--- config.mk ---
export PLATFORM = sky130hd
export DESIGN_NAME = zs_window_top
export DESIGN_NICKNAME = d
export VERILOG_FILES = /design/src/rtl/zs_pkg.sv /design/src/rtl/zs_mag_cmp.sv /design/src/rtl/zs_delay_line.sv /design/src/rtl/zs_gate_ctr.sv /design/src/rtl/zs_window_top.sv
export SDC_FILE = /design/constraint.sdc
export NUM_CORES = 2
export LEC_CHECK = 0
export BUFFER_PORTS_ARGS = -buffer_cell sky130_fd_sc_hd__clkbuf_2
export CAP_MARGIN = 20
export CORE_AREA = 2 2 437 439
export CTS_BUF_LIST = sky130_fd_sc_hd__clkbuf_2 sky130_fd_sc_hd__clkbuf_4 sky130_fd_sc_hd__clkbuf_8
export DETAILED_ROUTE_END_ITERATION = 8
export DIE_AREA = 0 0 439 441
export GPL_ROUTABILITY_DRIVEN = 1
export HOLD_SLACK_MARGIN = 0.08
export PLACE_DENSITY_LB_ADDON = 0.3
export SYNTH_ARGS = -nofsm -noshare
export SYNTH_HDL_FRONTEND = slang
export SYNTH_SLANG_ARGS = --single-unit
--- constraint.sdc ---
create_clock -name clk -period 104.7 [get_ports clk]
set_input_delay 10.47 -clock clk [delete_from_list [all_inputs] [get_ports clk]]
set_output_delay 10.47 -clock clk [all_outputs]
set_load 0.01 [all_outputs]
--- src/rtl/zs_pkg.sv ---
// Package with the default geometry of the zero-suppression window.
// Assumes all consumers take their parameter defaults from here.
package zs_pkg;
    localparam int unsigned ZS_NCH      = 8;   // channels per bank
    localparam int unsigned ZS_SW       = 12;  // sample width
    localparam int unsigned ZS_PRE_MAX  = 15;  // deepest pre-trigger delay
    localparam int unsigned ZS_POST_MAX = 15;  // longest post-trigger extension

    // Bits needed to hold values 0..n.
    function automatic int unsigned zs_bits(input int unsigned n);
        return (n < 2) ? 1 : $clog2(n + 1);
    endfunction
endpackage

--- src/rtl/zs_mag_cmp.sv ---
// Magnitude comparator: flags a two's-complement sample whose absolute
// value is strictly above an unsigned threshold. Purely combinational.
// Assumes the most negative code maps to magnitude 2^(SW-1).
module zs_mag_cmp #(
    parameter int unsigned SW = 12
) (
    input  logic [SW-1:0] smp_i,
    input  logic [SW-1:0] thr_i,
    output logic          hit_o
);
    logic [SW-1:0] mag;

    // Absolute value, then strict compare.
    always_comb begin
        mag   = smp_i[SW-1] ? (~smp_i + 1'b1) : smp_i;
        hit_o = (mag > thr_i);
    end
endmodule

--- src/rtl/zs_delay_line.sv ---
// Per-channel sample delay with a selectable tap. Shifts once per sample
// period. Tap 0 is the live input; tap n is the sample n periods back.
// Assumes sel_i beyond PRE_MAX is clamped to the deepest stage.
module zs_delay_line #(
    parameter int unsigned SW      = 12,
    parameter int unsigned PRE_MAX = 15,
    parameter int unsigned PW      = 4
) (
    input  logic          clk,
    input  logic          rst_n,
    input  logic          adv_i,
    input  logic [SW-1:0] din_i,
    input  logic [PW-1:0] sel_i,
    output logic [SW-1:0] dout_o
);
    logic [SW-1:0] stage [PRE_MAX];
    logic [PW-1:0] sel_c;

    // Shift the sample history on every sample strobe.
    always_ff @(posedge clk) begin
        if (!rst_n) begin
            for (int k = 0; k < int'(PRE_MAX); k++) stage[k] <= '0;
        end else if (adv_i) begin
            stage[0] <= din_i;
            for (int k = 1; k < int'(PRE_MAX); k++) stage[k] <= stage[k-1];
        end
    end

    // Pick the tap that matches the requested pre-trigger depth.
    always_comb begin
        sel_c  = (sel_i > PW'(PRE_MAX)) ? PW'(PRE_MAX) : sel_i;
        dout_o = (sel_c == '0) ? din_i : stage[sel_c - 1'b1];
    end
endmodule

--- src/rtl/zs_gate_ctr.sv ---
// Per-channel write window. A trigger reloads the remaining length.
// The keep flag is high during a trigger and while the count is nonzero.
// Assumes the reload equals pre depth plus post depth, which keeps a
// delayed sample whenever a trigger fell within the span it must cover.
module zs_gate_ctr #(
    parameter int unsigned CW = 5
) (
    input  logic          clk,
    input  logic          rst_n,
    input  logic          adv_i,
    input  logic          trig_i,
    input  logic [CW-1:0] reload_i,
    output logic          keep_o
);
    logic [CW-1:0] remain;

    // Reload on trigger, otherwise count down to zero per sample period.
    always_ff @(posedge clk) begin
        if (!rst_n) begin
            remain <= '0;
        end else if (adv_i) begin
            if (trig_i)               remain <= reload_i;
            else if (remain != '0)    remain <= remain - 1'b1;
        end
    end

    // Window is open on the trigger period and while count remains.
    always_comb keep_o = trig_i || (remain != '0);
endmodule

--- src/rtl/zs_window_top.sv ---
// Channel-triggered zero-suppression window for one bank of channels.
// Each channel's hit triggers itself and both neighbours. The outer
// neighbours come from the adjacent bank, and a host trigger forces all.
// Outputs are registered once per sample strobe: a delayed sample per lane
// and a write strobe per lane, qualified by out_valid_o.
// Assumes the depth settings are held stable while windows are open.
module zs_window_top
    import zs_pkg::*;
#(
    parameter int unsigned NCH      = ZS_NCH,
    parameter int unsigned SW       = ZS_SW,
    parameter int unsigned PRE_MAX  = ZS_PRE_MAX,
    parameter int unsigned POST_MAX = ZS_POST_MAX,
    parameter int unsigned PW       = zs_bits(PRE_MAX),
    parameter int unsigned QW       = zs_bits(POST_MAX)
) (
    input  logic              clk,
    input  logic              rst_n,
    input  logic              sample_valid_i,
    input  logic [NCH*SW-1:0] samples_i,
    input  logic [SW-1:0]     threshold_i,
    input  logic [PW-1:0]     pre_depth_i,
    input  logic [QW-1:0]     post_depth_i,
    input  logic              ext_trig_i,
    input  logic              nbr_lo_i,
    input  logic              nbr_hi_i,
    output logic              nbr_lo_o,
    output logic              nbr_hi_o,
    output logic              out_valid_o,
    output logic [NCH-1:0]    wr_en_o,
    output logic [NCH*SW-1:0] data_o
);
    localparam int unsigned CW = zs_bits(PRE_MAX + POST_MAX);

    logic [NCH-1:0]    hit;
    logic [NCH+1:0]    hit_ext;
    logic [NCH-1:0]    trig;
    logic [NCH-1:0]    keep;
    logic [NCH*SW-1:0] tap;
    logic [CW-1:0]     reload;

    // Window length shared by all channels.
    always_comb reload = CW'(pre_depth_i) + CW'(post_depth_i);

    // Hit vector widened with the neighbour-bank lines at both ends.
    always_comb hit_ext = {nbr_hi_i, hit, nbr_lo_i};

    // Edge hits go out to the adjacent banks.
    always_comb begin
        nbr_lo_o = hit[0];
        nbr_hi_o = hit[NCH-1];
    end

    for (genvar k = 0; k < int'(NCH); k++) begin : g_ch
        zs_mag_cmp #(.SW(SW)) u_cmp (
            .smp_i (samples_i[k*SW +: SW]),
            .thr_i (threshold_i),
            .hit_o (hit[k])
        );

        // Trigger from own hit, either neighbour, or the host.
        always_comb trig[k] = hit_ext[k] | hit_ext[k+1] | hit_ext[k+2] | ext_trig_i;

        zs_delay_line #(.SW(SW), .PRE_MAX(PRE_MAX), .PW(PW)) u_dly (
            .clk    (clk),
            .rst_n  (rst_n),
            .adv_i  (sample_valid_i),
            .din_i  (samples_i[k*SW +: SW]),
            .sel_i  (pre_depth_i),
            .dout_o (tap[k*SW +: SW])
        );

        zs_gate_ctr #(.CW(CW)) u_gate (
            .clk      (clk),
            .rst_n    (rst_n),
            .adv_i    (sample_valid_i),
            .trig_i   (trig[k]),
            .reload_i (reload),
            .keep_o   (keep[k])
        );
    end

    // Output register: one update per sample strobe, strobes cleared between.
    always_ff @(posedge clk) begin
        if (!rst_n) begin
            out_valid_o <= 1'b0;
            wr_en_o     <= '0;
            data_o      <= '0;
        end else begin
            out_valid_o <= sample_valid_i;
            wr_en_o     <= sample_valid_i ? keep : '0;
            if (sample_valid_i) data_o <= tap;
        end
    end
endmodule

==> results by stage <==
Global routing:
- Global routing used 18.45% of the available tracks across all layers.
- The number of antenna violations at the first check in global routing is 13.
- Entering global routing, the biggest net connects 256 pins.
- The first global-routing pass estimated 281.3 mm of wire.
- The number of global-route vias before repair is 46920.
- For this run the aggregate overflow at the end of global routing stands at 0.

Clocking:
- In this run the number of H-tree levels came out at 5.
- In this run, post-CTS repair resized a total of 0 instances.
- The clock input transition at the sequential cells of the worst setup and hold paths is 50 ps.
- The worst-skew pair later-pin latency is 1050 ps.
- The post-CTS setup buffer count is 0.
- TritonCTS built the clock tree.
- The number of sinks handled by clock tree synthesis is 1585.
- The maximum buffer depth of the clock tree is 4.
- The cell at the root of the clock tree is clkbuf_8.
- In this run, post-CTS hold repair placed 0 buffers.
- The number of buffers inserted during clock tree synthesis is 291.

Timing:
- The worst pin sits at a relative slew slack of 16.45%.
- The maximum clock skew at final layout is 86.56 ps.
- Setup repair after global routing left no endpoint under its margin.
- The worst path needs 24180 ps of the cycle, external delays included.
- The max-slew violation count was 0.
- The number of endpoints with negative hold slack in the final report is 0.
- After layout, the worst path uses 23.10% of the clock period.
- Timing would allow up to 41.35 MHz.
- The final number of setup-violating endpoints is 0.
- The pin slew with the least headroom to its limit is 1253 ps.
- For the final routed database, the setup TNS stands at 0 ps.

Logic synthesis:
- The number of nets produced by synthesis is 5825.
- The unique cell type count in the Yosys netlist is 67.
- Summing the sequential cell areas from Yosys gives 61.32% of the chip area.
- The cell with the most instances after synthesis is edfxtp_1.
- The cell area after synthesis is 0.07525 mm2.
- The async set or reset register ratio after synthesis is 0%.
- The biggest area consumer among synthesized cells is edfxtp_1.
- In the post-synthesis netlist, the biggest area contributors are edfxtp_1 57%, mux4_2 8.6%, and3_1 7.9%, and2_1 4.0%, dfxtp_1 3.9%.
- The count of yosys warnings during synthesis is 0.
- The count of flip-flops with a built-in enable after synthesis is 1440.
- Averaged over all synthesized cells, the footprint is 13.49 um2.
- Synthesis inferred 1585 register bits.
- The synthesized instance count is 5576.
- Counting instances in the post-synthesis netlist gives the leading cell types as 1440 x edfxtp_1, 945 x and3_1, 480 x and2_1.
- The share of Yosys cell area claimed by the top area cell type is 57.47%.
- The most used flip-flop cell after synthesis is edfxtp_1.

Routing:
- After the first detailed-routing iteration, the DRC count stood at 4380.
- In the routed design, unresolved DRC markers number 0.
- After detailed routing, the total wire length is 182.5 mm.
- The first TritonRoute pass finished after 7 iterations.
- The final route contains 46990 vias.
- The via density per instance is 5.591.
- The detailed-route wire length per cell is 21.72 um.
- The number of antenna-violating nets in the routed design is 0.

Setup path:
- The critical path crosses 11 cells after its start point.
- For this run, the slowest stage of the critical path takes 660 ps.
- The endpoint type of the worst setup path is an output pin.
- Counting stages on the worst path, the most repeated cell is clkbuf_2.
- The slowest cell on the critical path is o31a_1.
- The arrival time at the worst endpoint is 13710 ps.
- The critical path in this run is classified as input pin to output pin.
- The kind of cell with the highest combined delay along the critical path is simple AND/OR/NAND/NOR gates.
- The number of buffers and inverters on the critical path is 2.
- Walking the worst path, the cells encountered are clkbuf_2 -> or3_1 -> or2_2 -> nor4_1 -> nand3_1 -> nor4b_1 -> ha_1 -> nand4_1 -> a211oi_1 -> o31a_1 -> clkbuf_2.
- The depth of the most critical reg-to-reg path is 6.
- The launching element type of the critical path is an input pin.
- The critical path required time is 94230 ps.
- The maximum fanout along the worst path is 4.

Placed design:
- The placed instances occupy a cell area of 0.07834 mm2.
- Input and output buffers added on the ports amount to 228.
- Once detailed placement completed, the half-perimeter wirelength came to 104.7 mm.
- The congestion estimate from routability-driven global placement came to 0.8287.

Floorplan:
- The die boundary width is 439 um.
- The floorplan step defined a die boundary enclosing 0.1936 mm2.
- The height of the die is 441 um.
- During I/O placement, the number of pins put on the boundary was 229.
- The core box area is 0.1892 mm2.
- The initial utilization of the core area, before any placement, comes to 39.78%.
- In this run the core area contains 160 standard-cell rows.

Power:
- After layout, the design draws a total of 1.522 mW.
- The analysis attributes to cell leakage a power of 34.46 nW.
- For this design the ratio of total power to cell area is 18.11 mW/mm2.
- The maximum ir drop on the vdd rail is 8.526 uV.

Finish:
- The share of final-layout standard cells stronger than drive strength 1 is 18.26%.
- Relative to the synthesized area, the layout overhead comes to 11.72%.
- Counting the fill cells in the layout gives 17070.
- The finished layout cell area is 0.08407 mm2.
- The count of nets after finishing is 5931.

Worst hold path:
- The tightest min-delay check is of the flop to flop type.
- The number of cells on the worst hold path is 2.

Job:
- The tool flagged a number of max-cap violations equal to 0.

Run status:
- The flow ran to the end, and the final reports show no timing, DRC or antenna violations.
==> metrics by stage <==
| step | std cells | utilization (%) | setup WS (ps) | hold slack, ps |
|---|---|---|---|---|
| 2_1_floorplan | 5576 | - | 63940 | 473.3 |
| 3_3_place_gp | 7895 | 41.41 | 80600 | 435.4 |
| 3_5_place_dp | 7895 | 41.41 | 80530 | 442.6 |
| 4_1_cts | 8389 | 44.37 | 80520 | 456.4 |
| 5_1_grt | 8404 | 44.44 | 80340 | 475.8 |
| 6_report | 8405 | 44.44 | 80520 | 452.8 |
==> worst min-delay path, cell delays in order, from the launching register on <==
cell	delay, ps
dfxtp_1	320
nand2_1	40
o21ai_0	50
==> cell type report <==
| class | count | area (um2) | share of cell area, % |
|---|---|---|---|
| diodes | 11 | 27.53 | 0.03274 |
| inverters | 60 | 232.7 | 0.2768 |
| clock buffers | 411 | 5062 | 6.022 |
| repair buffers | 306 | 1902 | 2.262 |
| flip-flops and latches | 1585 | 46140 | 54.89 |
| well taps | 2511 | 3142 | 3.737 |
| multi-input cells | 3438 | 27020 | 32.14 |
| clock inverters | 83 | 533.0 | 0.6340 |
==> sequential cells by signal, summed over array words and instances, names as in the netlist <==
name and flops:
g_ch.u_dly.stage 1440, data_o 96, g_ch.u_gate.remain 40, wr_en_o 8, out_valid_o 1
==> metal layers <==
| metal | global-route usage [%] | share of wire [%] | up-vias | wire length, um |
|---|---|---|---|---|
| met1 | 24.61 | 43 | 23860 | 79240 |
| li1 | - | - | 21650 | - |
| met2 | 29.27 | 48 | 1116 | 86890 |
| met4 | 8.985 | 4.3 | 6 | 7880 |
| met3 | 3.132 | 4.6 | 357 | 8467 |
| met5 | 0 | 0.021 | - | 38 |
==> power breakdown <==
group	internal, mW	switching, mW	leakage, nW
logic	0.0689	0.108	14.4
registers	0.739	0.0222	17.1
clock network	0.325	0.260	2.97
==> layout by cell type (no fill, tap or decap), types with 125 or more instances in the layout <==
cell type  synthesis  routed
dfxtp_1          145     145
clkbuf_2           0     225
a21oi_1          248     248
mux4_2           288     288
nor2_1           150     149
clkbuf_8           0     316
a211oi_1         297     297
and2_1           480     480
nand2_1          172     171
edfxtp_1        1440    1440
o21ai_0          136     136
ha_1             126     125
and3_1           945     945
==> final timing paths <==
path	end	from	slack, ps
max	nbr_hi_o	samples_i[88]	80520
min	data_o[16]	data_o[16]	450
max reg2reg	data_o[92]	g_ch[7].u_dly.stage[4][8]	102040
min reg2reg	data_o[16]	data_o[16]	450
==> cells by family after synthesis <==
group | share of synthesized area [%]
compound gates | 6.946
xor+xnor | 0.9661
fa+ha+maj | 2.122
buf+inv | 2.852
flops | 61.32
mux | 9.980
simple gates | 15.81
Note: power is estimated with default switching activity, not from simulation.
